File: src/rtl/bp_pkg.sv
package bp_pkg;
  localparam int unsigned WORD_LSB = 2;

  typedef enum logic {
    DIR_NOT_TAKEN = 1'b0,
    DIR_TAKEN     = 1'b1
  } dir_e;
endpackage

File: src/rtl/bp_index.sv
module bp_index #(
  parameter int unsigned PC_W  = 32,
  parameter int unsigned IDX_W = 6
) (
  input  logic [PC_W-1:0]  pc,
  output logic [IDX_W-1:0] idx
);
  import bp_pkg::*;
  assign idx = pc[WORD_LSB +: IDX_W];
endmodule

File: src/rtl/bp_hist_table.sv
module bp_hist_table #(
  parameter int unsigned IDX_W = 6
) (
  input  logic             clk,
  input  logic             rst,
  input  logic             rd_en,
  input  logic [IDX_W-1:0] rd_idx,
  input  logic             wr_en,
  input  logic [IDX_W-1:0] wr_idx,
  input  logic             wr_dir,
  output logic             rd_trained,
  output logic             rd_dir
);
  localparam int unsigned DEPTH = 1 << IDX_W;

  // Trained flags live in flops so reset can clear them all at once.
  logic [DEPTH-1:0] trained_q;
  // Direction bits need no reset, so they can map onto a RAM.
  logic             dir_mem [DEPTH];
  logic             rd_trained_q;
  logic             rd_dir_q;

  always_ff @(posedge clk) begin
    if (rst) begin
      trained_q <= '0;
    end else if (wr_en) begin
      trained_q[wr_idx] <= 1'b1;
    end
  end

  always_ff @(posedge clk) begin
    if (wr_en) dir_mem[wr_idx] <= wr_dir;
    if (rd_en) rd_dir_q <= dir_mem[rd_idx];
  end

  always_ff @(posedge clk) begin
    if (rst)        rd_trained_q <= 1'b0;
    else if (rd_en) rd_trained_q <= trained_q[rd_idx];
  end

  assign rd_trained = rd_trained_q;
  assign rd_dir     = rd_dir_q;

  // a write leaves its entry trained on the following cycle
  a_r5_write_trains: assert property (@(posedge clk) disable iff (rst)
    wr_en |=> trained_q[$past(wr_idx)]);
endmodule

File: src/rtl/bp_history_predictor.sv
module bp_history_predictor #(
  parameter int unsigned PC_W  = 32,
  parameter int unsigned IDX_W = 6
) (
  input  logic            clk,
  input  logic            rst,
  input  logic            pred_vld_i,
  input  logic [PC_W-1:0] pred_pc_i,
  input  logic            pred_back_i,
  input  logic            upd_vld_i,
  input  logic [PC_W-1:0] upd_pc_i,
  input  logic            upd_taken_i,
  output logic            pred_vld_o,
  output logic            pred_taken_o
);
  import bp_pkg::*;

  logic [IDX_W-1:0] rd_idx;
  logic [IDX_W-1:0] wr_idx;
  logic             ent_trained;
  logic             ent_dir;
  logic             vld_q;
  logic             back_q;
  dir_e             static_dir;
  dir_e             final_dir;

  bp_index #(.PC_W(PC_W), .IDX_W(IDX_W)) i_rd_index (.pc(pred_pc_i), .idx(rd_idx));
  bp_index #(.PC_W(PC_W), .IDX_W(IDX_W)) i_wr_index (.pc(upd_pc_i),  .idx(wr_idx));

  bp_hist_table #(.IDX_W(IDX_W)) i_table (
    .clk        (clk),
    .rst        (rst),
    .rd_en      (pred_vld_i),
    .rd_idx     (rd_idx),
    .wr_en      (upd_vld_i),
    .wr_idx     (wr_idx),
    .wr_dir     (upd_taken_i),
    .rd_trained (ent_trained),
    .rd_dir     (ent_dir)
  );

  always_ff @(posedge clk) begin
    if (rst) begin
      vld_q  <= 1'b0;
      back_q <= 1'b0;
    end else begin
      vld_q <= pred_vld_i;
      if (pred_vld_i) back_q <= pred_back_i;
    end
  end

  always_comb begin
    static_dir = back_q ? DIR_TAKEN : DIR_NOT_TAKEN;
    final_dir  = ent_trained ? dir_e'(ent_dir) : static_dir;
  end

  assign pred_vld_o   = vld_q;
  assign pred_taken_o = vld_q & (final_dir == DIR_TAKEN);

  // nothing is reported in the cycle after reset
  a_r1_quiet_after_reset: assert property (@(posedge clk) disable iff (rst)
    $past(rst) |-> !pred_vld_o);

  // valid follows the request by one cycle
  a_r7_valid_latency: assert property (@(posedge clk) disable iff (rst)
    !$past(rst) |-> (pred_vld_o == $past(pred_vld_i)));

  // taken bit is low while idle
  a_r7_idle_not_taken: assert property (@(posedge clk) disable iff (rst)
    (!$past(rst) && !$past(pred_vld_i)) |-> !pred_taken_o);

  // untrained entries follow the displacement sign
  a_r3_static_rule: assert property (@(posedge clk) disable iff (rst)
    (!$past(rst) && $past(pred_vld_i) && !ent_trained) |-> (pred_taken_o == $past(pred_back_i)));
endmodule

File: config.mk
export PLATFORM = sky130hd
export DESIGN_NAME = bp_history_predictor
export DESIGN_NICKNAME = d
export VERILOG_FILES = /design/src/rtl/bp_pkg.sv /design/src/rtl/bp_index.sv /design/src/rtl/bp_hist_table.sv /design/src/rtl/bp_history_predictor.sv
export SDC_FILE = /design/constraint.sdc
export NUM_CORES = 1
export LEC_CHECK = 0
export CAP_MARGIN = 20
export CORE_MARGIN = 8
export CORE_UTILIZATION = 50
export CTS_CLUSTER_DIAMETER = 100
export DETAILED_ROUTE_END_ITERATION = 8
export PLACE_DENSITY_LB_ADDON = 0.2
export SYNTH_ARGS = -nofsm -noshare
export SYNTH_HDL_FRONTEND = slang
export SYNTH_SLANG_ARGS = --single-unit
File: constraint.sdc
create_clock -name clk -period 3.4 [get_ports clk]
set_input_delay 0.68 -clock clk [delete_from_list [all_inputs] [get_ports clk]]
set_output_delay 0.68 -clock clk [all_outputs]
set_load 0.02 [all_outputs]
==> flow_metrics.py <==
metrics = {
    "synthesis": {
        "synth_area_per_cell_um2": 11.7,
        "syn-cell-area_um2": 5310,
        "synth_edf_count": 65,
        "yosysSeqAreaShare_pct": 62.1,
        "syn-instance-count": 452,
        "synth_fp_nets": 522,
        "synthDistinctLibCells": 28,
        "synthArstFlopShare_pct": 0,
        "synth_seq_cells": 132,
        "ys.flop_type": "dfxtp_1",
        "ys_warn_count": 0,
    },
    "detailed_routing": {
        "dr.pass1.iters": 4,
        "wl_per_cell_um": 18.9,
        "avgViaCountPerCell": 5.49,
        "routed_wl_mm": 11.7,
        "via_count": 3409,
        "drc": 0,
        "drt_iter0_markers": 255,
        "drtAntennaViolNets": 0,
    },
    "clock_network": {
        "cts_buffers": 17,
        "root_buffer": "clkbuf_8",
        "hold_buffers": 0,
        "post_cts_buffers": 0,
        "cts_sinks": 132,
        "cts_tree": "done",
        "clock_latency_ns": 0.52,
        "cts_max_level": 4,
        "postCtsResizedCells": 0,
        "clk_pin_slew_worst_paths_ns": 0.06,
        "cts_max_path_buffers": 2,
    },
    "layout": {
        "drive_above_1_share_pct": 16.5,
        "layout_commonest_cell": "nor2_1",
        "diodes": 0,
        "stdcell_area_um2": 6210,
        "mostFrequentLayoutCells": "nor2_1, dfxtp_1, edfxtp_1",
        "finalNetCount": 542,
        "area_growth_pct": 17.1,
    },
    "worst_setup_path": {
        "reg2regPathDepth": 5,
        "reg2reg_slack_ns": 1.34,
        "crit_arrival_ns": 2.91,
        "worstPathRequired_ns": 3.65,
        "critPathCaptureType": "register",
        "cp-start-kind": "input port",
        "worstPathMaxFanout": 11,
        "regToRegEndpoint": "i_table.rd_dir$_DFFE_PP_",
        "reg2reg_from": "i_table.dir_mem[55]$_DFFE_PP_",
        "path_class": "input port to register",
    },
    "status": {
        "run_status": "finished, final reports clean",
    },
    "global_route": {
        "grt_overflow": 0,
        "grt_pass1_vias": 3556,
        "grt_start_max_net_pins": 65,
        "grt_pass1_wl_mm": 18.9,
        "grt_use_total_pct": 17.4,
        "antenna_found_initial": 0,
    },
    "pwr": {
        "power.total_mw": 3.73,
        "max-vdd-ir-drop_uv": 311,
        "p_leak_nw": 2.12,
        "power_density_nw_per_um2": 601,
    },
    "timing": {
        "slew_headroom_pct": 30.2,
        "post-route-period-util_pct": 78.2,
        "finalClockSkew_ns": 0.00781,
        "finalSetupViolCount": 0,
        "rsz0062_at_grt": "no",
        "worstMarginPinSlew_ns": 1.05,
        "fin_crit_ns": 2.66,
        "slew_violations": 0,
        "hold_violations": 0,
        "fmax_mhz": 376,
        "finalSetupTns_ns": 0,
    },
    "floorplan": {
        "core_area_um2": 10300,
        "die_area_um2": 14200,
        "die_y_um": 119,
        "die_w_um": 119,
        "initial_utilization_pct": 51.4,
        "num_rows": 37,
        "ioPinCount": 72,
    },
    "placement": {
        "gp_congestion": 0.775,
        "port_buffers": 19,
        "dp_hpwl_mm": 7.52,
        "dpl_cell_area_um2": 5600,
    },
    "hold_path": {
        "hp-start": "i_table.trained_q[8]$_SDFFE_PP0P_",
        "min_to": "i_table.trained_q[8]$_SDFFE_PP0P_",
        "min_path_cells": 2,
        "min_path_type": "register to register",
    },
    "flow_run": {
        "drv_cap": 0,
    },
}
==> where the power goes <==
part | switching, mW | leakage [nW] | internal, mW | total, mW
sequential | 0.00532 | 1.13 | 1.68 | 1.69
combinational | 0.111 | 0.693 | 0.0767 | 0.188
clock | 0.634 | 0.299 | 1.22 | 1.86
==> synth_stat cells (2+ instances only) <==
master / n / share of area (%)
nor2_1: 199 / 14
dfxtp_1: 67 / 25
edfxtp_1: 65 / 37
mux4_2: 32 / 14
clkbuf_1: 19 / 1.3
nand2_1: 9 / 0.64
nand3b_1: 8 / 1.1
mux2_2: 7 / 1.5
nand3_1: 7 / 0.66
nor2b_1: 6 / 0.71
o22ai_1: 4 / 0.47
mux2i_1: 3 / 0.57
nor4_1: 3 / 0.35
a211oi_1: 2 / 0.28
a41oi_1: 2 / 0.33
buf_2: 2 / 0.19
buf_4: 2 / 0.28
inv_1: 2 / 0.14
nand2b_1: 2 / 0.24
nor3_1: 2 / 0.19
or3b_2: 2 / 0.33
==> cells by family (layout without fill, tap and decap cells) <==
kind of cell,count (synthesis),in the layout,share of synthesized area (%)
buffers and inverters,27,60,2.24
flip-flops,132,132,62.1
AO/OA/AOI/OAI,11,11,1.49
multiplexers,42,42,15.6
AND/OR/NAND/NOR,240,240,18.6
==> worst max path at each step <==
stage / start / to / slack [ns] / depth (start not counted)
after floorplan: pred_pc_i[3] / i_table.rd_dir$_DFFE_PP_ / 0.81 / 6
after global placement: pred_pc_i[3] / i_table.rd_dir$_DFFE_PP_ / 0.23 / 6
after detailed placement: pred_pc_i[3] / i_table.rd_dir$_DFFE_PP_ / 0.21 / 6
after CTS: pred_pc_i[3] / i_table.rd_dir$_DFFE_PP_ / 0.77 / 6
after global routing: pred_pc_i[3] / i_table.rd_dir$_DFFE_PP_ / 0.70 / 6
final: pred_pc_i[3] / i_table.rd_dir$_DFFE_PP_ / 0.74 / 6
==> critical path, cell delays in order <==
cell,delay [ns]
clkdlybuf4s50_1,0.83
buf_4,0.32
mux4_2,0.34
mux4_2,0.49
mux2i_1,0.15
o21ai_1,0.09
==> sequential cells by signal (all words and copies together), names as in the netlist <==
| signal | cells |
|---|---|
| i_table.trained_q | 64 |
| i_table.rd_trained | 1 |
| back_q | 1 |
| i_table.rd_dir | 1 |
| pred_vld_o | 1 |
| i_table.dir_mem | 64 |
==> metrics by stage <==
| stage | hold WS [ns] | utilization (%) | instances | worst slack [ns] |
|---|---|---|---|---|
| finish | 0.465 | 60.2 | 621 | 0.740 |
| global route | 0.489 | 60.2 | 621 | 0.705 |
| CTS | 0.466 | 60.2 | 621 | 0.773 |
| detailed placement | 0.453 | 54.3 | 589 | 0.209 |
| global placement | 0.446 | 54.3 | 589 | 0.226 |
| floorplan | 0.432 | - | 452 | 0.813 |
==> final cells by class <==
type / count / area [µm²]
Clock inverter: 10 / 154
Inverter: 2 / 7.51
Clock buffer: 22 / 453
Sequential cell: 132 / 3290
Tap cell: 136 / 170
Timing Repair Buffer: 26 / 240
Fill cell: 776 / 4110
Multi-Input combinational cell: 293 / 1890
==> per-layer routing <==
| metal | track usage [%] | vias to the layer above | wire [µm] |
|---|---|---|---|
| met5 | 0 | - | 0 |
| met2 | 28.4 | 105 | 5710 |
| met3 | 4.44 | 21 | 786 |
| met1 | 21.8 | 1655 | 4990 |
| met4 | 6.80 | 0 | 242 |
| li1 | - | 1628 | - |
(Power assumes the default switching activity.)
